[src/rtl/burst_pkg.sv]
package burst_pkg;
  localparam int unsigned WORD_BYTES = 4;
  localparam int unsigned ALIGN_BITS = 2;

  typedef enum logic {
    DIR_LOAD  = 1'b0,
    DIR_STORE = 1'b1
  } dir_e;
endpackage

[src/rtl/burst_fifo.sv]
module burst_fifo #(
  parameter int WIDTH = 32,
  parameter int DEPTH = 16,
  parameter int CNT_W = $clog2(DEPTH + 1)
) (
  input  logic             clk,
  input  logic             rst_n,
  input  logic             push,
  input  logic [WIDTH-1:0] push_data,
  input  logic             pop,
  output logic [WIDTH-1:0] head,
  output logic [CNT_W-1:0] count
);
  localparam int PTR_W = $clog2(DEPTH);

  logic [WIDTH-1:0] store_q [DEPTH];
  logic [PTR_W-1:0] wr_ptr_q, wr_ptr_d;
  logic [PTR_W-1:0] rd_ptr_q, rd_ptr_d;
  logic [CNT_W-1:0] count_q, count_d;
  logic             do_push, do_pop;

  // Push is dropped when full, pop is dropped when empty.
  assign do_push = push && (count_q != CNT_W'(DEPTH));
  assign do_pop  = pop  && (count_q != '0);

  always_comb begin
    wr_ptr_d = wr_ptr_q;
    rd_ptr_d = rd_ptr_q;
    count_d  = count_q;
    if (do_push) wr_ptr_d = wr_ptr_q + PTR_W'(1);
    if (do_pop)  rd_ptr_d = rd_ptr_q + PTR_W'(1);
    case ({do_push, do_pop})
      2'b10:   count_d = count_q + CNT_W'(1);
      2'b01:   count_d = count_q - CNT_W'(1);
      default: count_d = count_q;
    endcase
  end

  always_ff @(posedge clk or negedge rst_n) begin
    if (!rst_n) begin
      wr_ptr_q <= '0;
      rd_ptr_q <= '0;
      count_q  <= '0;
    end else begin
      wr_ptr_q <= wr_ptr_d;
      rd_ptr_q <= rd_ptr_d;
      count_q  <= count_d;
    end
  end

  // Storage carries no reset; only the pointers define validity.
  always_ff @(posedge clk) begin
    if (do_push) store_q[wr_ptr_q] <= push_data;
  end

  assign head  = store_q[rd_ptr_q];
  assign count = count_q;
endmodule

[src/rtl/burst_addr_seq.sv]
module burst_addr_seq #(
  parameter int ADDR_W = 32,
  parameter int PROT_W = 2,
  parameter int LEN_W  = 5
) (
  input  logic              clk,
  input  logic              rst_n,
  input  logic              step_en,
  input  logic              load,
  input  logic [ADDR_W-1:0] ld_addr,
  input  logic [LEN_W-1:0]  ld_len,
  input  burst_pkg::dir_e   ld_dir,
  input  logic [PROT_W-1:0] ld_prot,
  output logic              ap_valid,
  output logic [ADDR_W-1:0] ap_addr,
  output logic              ap_seq,
  output logic              ap_more,
  output burst_pkg::dir_e   ap_dir,
  output logic [PROT_W-1:0] ap_prot
);
  import burst_pkg::*;

  logic              vld_q,   vld_d;
  logic [ADDR_W-1:0] addr_q,  addr_d;
  logic [LEN_W-1:0]  left_q,  left_d;
  logic              first_q, first_d;
  dir_e              dir_q,   dir_d;
  logic [PROT_W-1:0] prot_q,  prot_d;
  logic              has_next;

  assign has_next = left_q > LEN_W'(1);

  always_comb begin
    vld_d   = vld_q;
    addr_d  = addr_q;
    left_d  = left_q;
    first_d = first_q;
    dir_d   = dir_q;
    prot_d  = prot_q;
    if (load) begin
      vld_d   = 1'b1;
      addr_d  = {ld_addr[ADDR_W-1:ALIGN_BITS], {ALIGN_BITS{1'b0}}};
      left_d  = ld_len;
      first_d = 1'b1;
      dir_d   = ld_dir;
      prot_d  = ld_prot;
    end else if (vld_q) begin
      first_d = 1'b0;
      if (has_next) begin
        addr_d = addr_q + ADDR_W'(WORD_BYTES);
        left_d = left_q - LEN_W'(1);
      end else begin
        vld_d  = 1'b0;
        left_d = '0;
      end
    end
  end

  always_ff @(posedge clk or negedge rst_n) begin
    if (!rst_n) begin
      vld_q   <= 1'b0;
      addr_q  <= '0;
      left_q  <= '0;
      first_q <= 1'b0;
      dir_q   <= DIR_LOAD;
      prot_q  <= '0;
    end else if (step_en) begin
      vld_q   <= vld_d;
      addr_q  <= addr_d;
      left_q  <= left_d;
      first_q <= first_d;
      dir_q   <= dir_d;
      prot_q  <= prot_d;
    end
  end

  assign ap_valid = vld_q;
  assign ap_addr  = addr_q;
  assign ap_seq   = vld_q && !first_q;
  assign ap_more  = vld_q && has_next;
  assign ap_dir   = dir_q;
  assign ap_prot  = prot_q;
endmodule

[src/rtl/burst_data_phase.sv]
module burst_data_phase (
  input  logic            clk,
  input  logic            rst_n,
  input  logic            step_en,
  input  logic            ap_valid,
  input  burst_pkg::dir_e ap_dir,
  output logic            dp_valid,
  output logic            dp_store,
  output logic            wq_take,
  output logic            rq_capture
);
  import burst_pkg::*;

  logic vld_q, vld_d;
  logic st_q,  st_d;

  always_comb begin
    vld_d = ap_valid;
    st_d  = ap_valid && (ap_dir == DIR_STORE);
  end

  always_ff @(posedge clk or negedge rst_n) begin
    if (!rst_n) begin
      vld_q <= 1'b0;
      st_q  <= 1'b0;
    end else if (step_en) begin
      vld_q <= vld_d;
      st_q  <= st_d;
    end
  end

  assign dp_valid   = vld_q;
  assign dp_store   = vld_q && st_q;
  assign wq_take    = vld_q && st_q && step_en;
  assign rq_capture = vld_q && !st_q && step_en;
endmodule

[src/rtl/burst_rst_sync.sv]
module burst_rst_sync #(
  parameter int STAGES = 2
) (
  input  logic clk,
  input  logic rst_n,
  output logic rst_n_sync
);
  logic [STAGES-1:0] chain_q;

  always_ff @(posedge clk or negedge rst_n) begin
    if (!rst_n) chain_q <= '0;
    else        chain_q <= {chain_q[STAGES-2:0], 1'b1};
  end

  assign rst_n_sync = chain_q[STAGES-1];
endmodule

[src/rtl/burst_seq_gen.sv]
module burst_seq_gen #(
  parameter int ADDR_W   = 32,
  parameter int DATA_W   = 32,
  parameter int PROT_W   = 2,
  parameter int MAX_LEN  = 16,
  parameter int WQ_DEPTH = 16,
  parameter int RQ_DEPTH = 16,
  parameter int LEN_W    = $clog2(MAX_LEN + 1)
) (
  input  logic              clk,
  input  logic              rst_n,
  input  logic              cmd_valid,
  input  logic [ADDR_W-1:0] cmd_addr,
  input  logic [LEN_W-1:0]  cmd_len,
  input  logic              cmd_write,
  input  logic [PROT_W-1:0] cmd_prot,
  output logic              cmd_ready,
  input  logic              wq_push,
  input  logic [DATA_W-1:0] wq_data,
  output logic              wq_full,
  input  logic              rq_pop,
  output logic [DATA_W-1:0] rq_data,
  output logic              rq_empty,
  output logic [ADDR_W-1:0] mem_addr,
  output logic              mem_req_n,
  output logic              mem_seq,
  output logic              mem_more,
  output logic              mem_write,
  output logic [PROT_W-1:0] mem_prot,
  output logic [DATA_W-1:0] mem_wdata,
  input  logic [DATA_W-1:0] mem_rdata,
  input  logic              mem_stall
);
  import burst_pkg::*;

  localparam int WQ_CNT_W = $clog2(WQ_DEPTH + 1);
  localparam int RQ_CNT_W = $clog2(RQ_DEPTH + 1);

  logic                rst_n_core;
  logic                step_en;
  logic                idle;
  logic                len_ok, room_ok, accept;
  dir_e                cmd_dir;
  logic                ap_valid, ap_seq, ap_more;
  logic [ADDR_W-1:0]   ap_addr;
  dir_e                ap_dir;
  logic [PROT_W-1:0]   ap_prot;
  logic                dp_valid, dp_store, wq_take, rq_capture;
  logic [DATA_W-1:0]   wq_head;
  logic [WQ_CNT_W-1:0] wq_count;
  logic [RQ_CNT_W-1:0] rq_count;

  burst_rst_sync #(.STAGES(2)) u_rst_sync (
    .clk        (clk),
    .rst_n      (rst_n),
    .rst_n_sync (rst_n_core)
  );

  // Admission: idle, length in range, no stall, queue can serve the burst.
  assign step_en = !mem_stall;
  assign idle    = !ap_valid && !dp_valid;
  assign cmd_dir = cmd_write ? DIR_STORE : DIR_LOAD;
  assign len_ok  = (cmd_len != '0) && (int'(cmd_len) <= MAX_LEN);

  always_comb begin
    if (cmd_dir == DIR_STORE) room_ok = int'(wq_count) >= int'(cmd_len);
    else                      room_ok = (RQ_DEPTH - int'(rq_count)) >= int'(cmd_len);
  end

  assign accept = cmd_valid && idle && step_en && len_ok && room_ok;

  burst_addr_seq #(
    .ADDR_W (ADDR_W),
    .PROT_W (PROT_W),
    .LEN_W  (LEN_W)
  ) u_addr_seq (
    .clk      (clk),
    .rst_n    (rst_n_core),
    .step_en  (step_en),
    .load     (accept),
    .ld_addr  (cmd_addr),
    .ld_len   (cmd_len),
    .ld_dir   (cmd_dir),
    .ld_prot  (cmd_prot),
    .ap_valid (ap_valid),
    .ap_addr  (ap_addr),
    .ap_seq   (ap_seq),
    .ap_more  (ap_more),
    .ap_dir   (ap_dir),
    .ap_prot  (ap_prot)
  );

  burst_data_phase u_data_phase (
    .clk        (clk),
    .rst_n      (rst_n_core),
    .step_en    (step_en),
    .ap_valid   (ap_valid),
    .ap_dir     (ap_dir),
    .dp_valid   (dp_valid),
    .dp_store   (dp_store),
    .wq_take    (wq_take),
    .rq_capture (rq_capture)
  );

  burst_fifo #(
    .WIDTH (DATA_W),
    .DEPTH (WQ_DEPTH),
    .CNT_W (WQ_CNT_W)
  ) u_wq (
    .clk       (clk),
    .rst_n     (rst_n_core),
    .push      (wq_push),
    .push_data (wq_data),
    .pop       (wq_take),
    .head      (wq_head),
    .count     (wq_count)
  );

  burst_fifo #(
    .WIDTH (DATA_W),
    .DEPTH (RQ_DEPTH),
    .CNT_W (RQ_CNT_W)
  ) u_rq (
    .clk       (clk),
    .rst_n     (rst_n_core),
    .push      (rq_capture),
    .push_data (mem_rdata),
    .pop       (rq_pop),
    .head      (rq_data),
    .count     (rq_count)
  );

  assign cmd_ready = idle;
  assign wq_full   = wq_count == WQ_CNT_W'(WQ_DEPTH);
  assign rq_empty  = rq_count == '0;
  assign mem_addr  = ap_addr;
  assign mem_req_n = !ap_valid;
  assign mem_seq   = ap_seq;
  assign mem_more  = ap_more;
  assign mem_write = ap_dir == DIR_STORE;
  assign mem_prot  = ap_prot;
  assign mem_wdata = dp_store ? wq_head : '0;
endmodule

[config.mk]
export PLATFORM = sky130hd
export DESIGN_NAME = burst_seq_gen
export DESIGN_NICKNAME = d
export VERILOG_FILES = /design/src/rtl/burst_pkg.sv /design/src/rtl/burst_fifo.sv /design/src/rtl/burst_addr_seq.sv /design/src/rtl/burst_data_phase.sv /design/src/rtl/burst_rst_sync.sv /design/src/rtl/burst_seq_gen.sv
export SDC_FILE = /design/constraint.sdc
export NUM_CORES = 1
export LEC_CHECK = 0
export BUFFER_PORTS_ARGS = -buffer_cell sky130_fd_sc_hd__buf_2
export CAP_MARGIN = 40
export CORE_ASPECT_RATIO = 0.8
export CORE_MARGIN = 10
export CORE_UTILIZATION = 45
export CTS_CLUSTER_DIAMETER = 100
export DETAILED_ROUTE_END_ITERATION = 8
export GPL_TIMING_DRIVEN = 0
export PLACE_DENSITY_LB_ADDON = 0.25
export SETUP_SLACK_MARGIN = 0.4
export SYNTH_ARGS = -nofsm -noshare
export SYNTH_HDL_FRONTEND = slang
export SYNTH_SLANG_ARGS = --single-unit
[constraint.sdc]
create_clock -name clk -period 3.1 [get_ports clk]
set_input_delay 0.465 -clock clk [delete_from_list [all_inputs] [get_ports clk]]
set_output_delay 0.465 -clock clk [all_outputs]
set_load 0.02 [all_outputs]
Word-level counts from Yosys, hierarchy flattened
Memories as Yosys holds them, arrays and structs flattened.
Index checks and enable logic that the tools add are counted.
{"block": "word_totals", "register_bits": 72, "ram_bits": 1024, "inputBits": 110, "out_inout_bits": 105, "word_cells": 93, "n_memories": 2}
{"block": "op_classes", "add_sub_neg": 11, "n_lt_le_gt_ge": 4, "n_eq_ne": 7, "mux": 20, "bitwise_logic": 1, "reduce_logical": 33}
{"memory": "u_rq.store_q", "words": 16, "width": 32, "read_ports": 1, "rd_clocked_by_memory_dff": 0, "wr": 1, "line": "burst_fifo.sv:16", "text": "logic [WIDTH-1:0] store_q [DEPTH];"}
{"memory": "u_wq.store_q", "words": 16, "width": 32, "read_ports": 1, "rd_clocked_by_memory_dff": 0, "wr": 1, "line": "burst_fifo.sv:16"}
{"op": "$mux W32", "n": 4}
{"op": "$add A32 B3 Y32 const B", "n": 1}
{"op": "$pmux W5 S2", "n": 2}
{"op": "$logic_and A1 B1 Y1", "n": 17}
{"op": "$add A4 B1 Y4 const B", "n": 4}
{"op": "$mux W5", "n": 3}
{"op": "$reduce_bool A5 Y1", "n": 3}
{"op": "$sub A5 B1 Y5 const B", "n": 3}
{"op": "$mux W1", "n": 11}
{"op": "$add A5 B1 Y5 const B", "n": 2}
{"op": "$ne A5 B5 Y1 const B", "n": 2}
{"op": "$reduce_bool A2 Y1", "n": 4}
{"op": "$ge A6 B6 Y1", "n": 1}
{"op": "$sub A5 B5 Y6 const A", "n": 1}
{"op": "$eq A5 B5 Y1 const B", "n": 1}
{"op": "$ge A5 B5 Y1", "n": 1}
{"op": "$gt A5 B1 Y1 const B", "n": 1}
{"op": "$le A5 B5 Y1 const B", "n": 1}
{"op": "$logic_not A1 Y1", "n": 5}
{"op": "$logic_not A5 Y1", "n": 1}
{"op": "$eq A2 B1 Y1 const B", "n": 2}
{"op": "$eq A2 B2 Y1 const B", "n": 2}
{"op": "$reduce_and A2 Y1", "n": 2}
{"op": "$reduce_and A3 Y1", "n": 1}
{"op": "$not A1 Y1", "n": 1}

Depth between registers and ports, before layout
{"block": "logic_depth", "ltp_word": 8, "ltp_mapped": 14, "depth_no_buf": 14}

Hierarchy
A second synthesis with hierarchy kept.
{"block": "unflattened", "hier_cells": 2429, "area_unflattened_um2": 44147.3}
{"mod": "burst_fifo", "instances": 2, "cells_each": 1009, "area_per_inst_um2": 20417.1, "seq_area_each_um2": 15700.1}
{"mod": "burst_addr_seq", "instances": 1, "cells_each": 314, "area_per_inst_um2": 2583.7, "seq_area_each_um2": 1001.0}
{"mod": "burst_seq_gen", "instances": 1, "cells_each": 84, "area_per_inst_um2": 579.3, "seq_area_each_um2": 0.0}
{"mod": "burst_data_phase", "instances": 1, "cells_each": 10, "area_per_inst_um2": 96.3, "seq_area_each_um2": 50.0}
{"mod": "burst_rst_sync", "instances": 1, "cells_each": 3, "area_per_inst_um2": 53.8, "seq_area_each_um2": 50.0}

Worst setup path after synthesis
Ideal clock, no wire load.
{"block": "synth_path", "kind": "reg-to-reg", "from": "register u_rq.count_q[0] (netlist: u_rq.count[0])", "to": "memory u_rq.store_q[0][0] (enable)", "setup_ps": 502, "arrival_time_ps": 4831, "slack_ps": -2233, "stages_incl_launch_ff": 8, "n_path_buf": 0, "path_cell_list": "dfrtp_1 inv_1 ha_1 nor3b_1 ha_1 nor4b_2 inv_1 nor4_1"}
{"block": "synth_between", "elab_chain_cells": 4}
{"element": "start, declared", "line": "burst_fifo.sv:19", "text": "logic [CNT_W-1:0] count_q, count_d;"}
{"element": "start signal, assigned", "line": "burst_fifo.sv:47", "text": "count_q <= count_d;"}
{"element": "$ne A5 B5 Y1", "line": "burst_fifo.sv:23", "text": "assign do_push = push && (count_q != CNT_W'(DEPTH));"}
{"element": "$logic_and A1 B1 Y1", "line": "burst_fifo.sv:23"}
{"element": "$mux W1", "line": "burst_fifo.sv:53", "text": "if (do_push) store_q[wr_ptr_q] <= push_data;"}
{"element": "$mux W1 (not written as such)", "line": "burst_fifo.sv:53"}
{"element": "end, declared", "line": "burst_fifo.sv:16"}
No other way between the ends.

Worst setup path in the final report
{"block": "layout_path", "from": "register u_wq.rd_ptr_q[0]", "to": "output mem_wdata[21]"}
{"block": "layout_between", "elab_chain_cells": 2}
{"element": "start, declared", "line": "burst_fifo.sv:18", "text": "logic [PTR_W-1:0] rd_ptr_q, rd_ptr_d;"}
{"element": "start signal, assigned", "line": "burst_fifo.sv:46", "text": "rd_ptr_q <= rd_ptr_d;"}
{"element": "$mem_v2 Z16 W32"}
{"element": "$mux W32", "line": "burst_seq_gen.sv:142", "text": "assign mem_wdata = dp_store ? wq_head : '0;"}
{"element": "end, declared", "line": "burst_seq_gen.sv:30", "text": "output logic [DATA_W-1:0] mem_wdata,"}
No other way between the ends.

==> out/qor.yml <==
run_status:
  outcome: "complete, but fails checks"
  violations: "setup timing"
timing:
  hold_violations: 0
  max_freq_mhz: 293
  timing.final.crit_share_pct: 110
  fin_ws_ns: -0.311
  relSlewSlack_pct: 30.0
  min_period_ns: 3.41
  slew_violations: 0
  rsz0062_at_grt: "yes"
  setup_violations: 64
  worst_pin_slew_ns: 1.05
  skew_ns: 0.0313
synthesis:
  synth_edf_count: 1024
  netlist_area_um2: 42900
  synthMuxAreaShare_pct: 17.8
  syn_inst: 1899
  seq_area_frac_synth_pct: 75.7
  synth_top_family_by_area: "multiplexers"
  synth_xor_area_share_pct: 1.06
  ys_ff_latch: 1094
  synthArstFlopShare_pct: 6.40
  postSynthAreaPerCell_um2: 22.6
  yosys.area_share.simple_pct: 2.35
  synth_cell_types: 49
  synth_compound_area_share_pct: 0.594
  ys.flop_type: "edfxtp_1"
  synth_fa_ha_area_share_pct: 1.08
  yosys_warnings: 0
placed_design:
  dp.final_hpwl_mm: 65.3
  preCtsSetupSlack_ns: -0.426
  dpl.cell_count: 3422
  io_buffers: 209
  place_congestion: 0.813
finish:
  nets: 2570
  final_cell_mix: "1,024 x edfxtp_1, 320 x mux4_2, 157 x buf_2"
  syn2layout_area_growth_pct: 24.8
  drive_gt1_share_pct: 42.0
  final_cells: 3743
  layout_commonest_cell: "edfxtp_1"
  fill_cells: 6840
critical_path:
  r2r_slack_ns: 0.28
  critPathBufInv: 4
  cp-start-kind: "register"
  r2r_cells: 15
  crit_chain: "buf_8, buf_16, buf_12, mux4_2, mux4_2, nor2b_1, buf_4"
  cpMaxStageDelayCell: "mux4_2"
  cp.arrival_ns: 2.95
  crit_family: "multiplexers"
  crit_path_frequent_cell: "mux4_2"
  required_ns: 2.63
  r2r-end: "u_rq.count[4]"
  critical-path-max-stage-delay_ns: 0.53
  reg2reg_from: "u_rq.count[1]"
  crit_fanout: 10
  crit_path_end_kind: "output port"
  path_class: "register to output port"
  crit_cells: 7
pwr:
  vdd_drop_max_v: 0.000582
  power_leakage_nw: 18.1
  finalPower_mw: 46.8
  powerDensity_nw_per_um2: 873
floorplanning:
  dieArea_um2: 108000
  initial_utilization_pct: 45.3
  rows: 101
  pin_count: 215
  fp.dieH_um: 296
  core_um2: 94800
  die-width_um: 365
detailed_routing:
  routedWlPerCell_um: 27.9
  wl_mm: 105
  route.met3.wl_mm: 7.12
  via_count: 21300
  ant_nets: 0
  highest_layer: "met5"
  met1_length_mm: 40.2
  vias_per_cell: 5.70
  drc: 0
  met2_length_mm: 54.2
  drt_iter0_drc: 2098
  drtPass1Iterations: 7
global_routing:
  grt-ovfl-total: 0
  grt_pass1_wl_mm: 151
  antenna_found_initial: 19
  grt_max_degree: 50
  grt_use_total_pct: 19.1
  grt_pass1_vias: 22200
hold_path:
  holdPathEnd: "u_addr_seq.ap_prot[1]"
  worstHoldPathCells: 2
  hp-class: "primary input to register"
  holdCritStartpoint: "cmd_prot[1]"
clocking:
  cts_inserted_buffers: 105
  clk_latency_ns: 0.68
  ctsHtreeMaxLevel: 3
  path_clk_slew_ns: 0.06
  clockBufferDepth: 3
  cts_tree: "built"
  cts.sinks: 1094
  root_buffer: "clkbuf_16"
run:
  maxCapViolCount: 0
==> repair_timing <==
action / in CTS / in global routing
hold buffers: 20 / 0
endpoints found under the hold margin: 21 / 0
resized for setup: 346 / 119
endpoints found under the setup margin: 712 / 363
gates cloned: 19 / 5
buffers inserted: 53 / 33
pin swaps: 24 / 35
==> synth_stat cells (all sizes together), types with 2 or more instances <==
| library cell | count | area share [%] |
|---|---|---|
| nor4b | 2 | 0.055 |
| a211oi | 3 | 0.052 |
| xor2 | 16 | 0.33 |
| nand3 | 11 | 0.13 |
| inv | 37 | 0.32 |
| nor3b | 5 | 0.087 |
| o211ai | 2 | 0.035 |
| a22oi | 2 | 0.035 |
| nand4 | 16 | 0.23 |
| nand2 | 36 | 0.31 |
| buf | 51 | 0.66 |
| conb | 2 | 0.017 |
| xnor2 | 36 | 0.73 |
| nor2 | 24 | 0.21 |
| a21o | 3 | 0.052 |
| fa | 2 | 0.093 |
| clkbuf | 45 | 0.39 |
| nand2b | 5 | 0.073 |
| mux2i | 8 | 0.19 |
| dfrtp | 70 | 4.1 |
| mux2 | 33 | 0.88 |
| mux4 | 320 | 17 |
| and4 | 2 | 0.041 |
| and2 | 7 | 0.10 |
| edfxtp | 1024 | 72 |
| nor2b | 37 | 0.54 |
| o21ai | 15 | 0.17 |
| and3 | 8 | 0.12 |
| nor3 | 15 | 0.19 |
| ha | 34 | 0.99 |
| nor4 | 12 | 0.17 |
| a21oi | 6 | 0.079 |
==> worst max path at each step <==
stage | from | endpoint | slack (ns)
after floorplan | u_rq.count[0] | u_rq.store_q[0][0] | -0.12
after global placement | u_wq.count[1] | u_wq.store_q[12][13] | -1.69
after detailed placement | u_rq.count[0] | u_rq.store_q[0][11] | -0.43
after CTS | u_wq.rd_ptr_q[0] | mem_wdata[25] | -0.39
after global routing | u_wq.rd_ptr_q[0] | mem_wdata[21] | -0.40
final | u_wq.rd_ptr_q[0] | mem_wdata[21] | -0.31
==> cell families (layout without fill, tap and decap cells) <==
family,count (synthesis),in the layout
AO/OA/AOI/OAI,37,37
buffers and inverters,133,732
flip-flops,1094,1094
other,2,7
AND/OR/NAND/NOR,184,188
adder cells (fa/ha/maj),36,36
XOR/XNOR,52,52
multiplexers,361,361
==> sequential cells by signal, indices dropped and copies added (netlist names) <==
signal and cells:
u_wq.store_q 512, u_rq.store_q 512, u_wq.wr_ptr_q 4, u_rq.rd_ptr_q 4, u_wq.rd_ptr_q 4, u_rq.count 5
u_addr_seq.ap_prot 2, u_addr_seq.left_q 5, u_addr_seq.first_q 1, u_rst_sync.chain_q 2, u_addr_seq.ap_valid 1, u_addr_seq.ap_dir 1
u_data_phase.dp_valid 1, u_rq.wr_ptr_q 4, u_data_phase.st_q 1, u_addr_seq.ap_addr 30, u_wq.count 5
==> cell type report <==
cell class,instances,area [µm²],area share [%]
Sequential cell,1094,32500,60.6
Inverter,37,151,0.282
Antenna cell,4,10.0,0.0187
Tap cell,1236,1550,2.88
Multi-Input combinational cell,677,10600,19.8
Clock inverter,57,434,0.810
Buffer,96,1060,1.97
Clock buffer,129,2790,5.20
Timing Repair Buffer,413,4480,8.36
==> per-stage QoR <==
step / TNS, ns / area (µm²) / hold slack [ns] / util [%]
6_report: -13.23 / 53600 / 0.0282 / 56.6
3_3_place_gp: -806.40 / 45800 / 0.250 / 48.3
5_1_grt: -18.41 / 53600 / 0.00991 / 56.6
4_1_cts: -17.21 / 52600 / 0.000841 / 55.5
2_1_floorplan: -3.90 / 43200 / 0.169 / -
3_5_place_dp: -105.08 / 47100 / 0.241 / 49.7
==> report_power, final <==
group	switching (mW)	internal (mW)	leakage (nW)
logic	7.88	8.78	6.42
registers	0.641	17.4	10.1
clock network	5.30	6.78	1.57
==> routing by layer <==
metal / vias to the layer above / global-route usage, %
li1: 9014 / -
met1: 11300 / 24.5
met2: 776 / 32.9
met3: 211 / 4.04
met4: 24 / 5.39
met5: - / 0
Power figures use the tool's default switching activity.
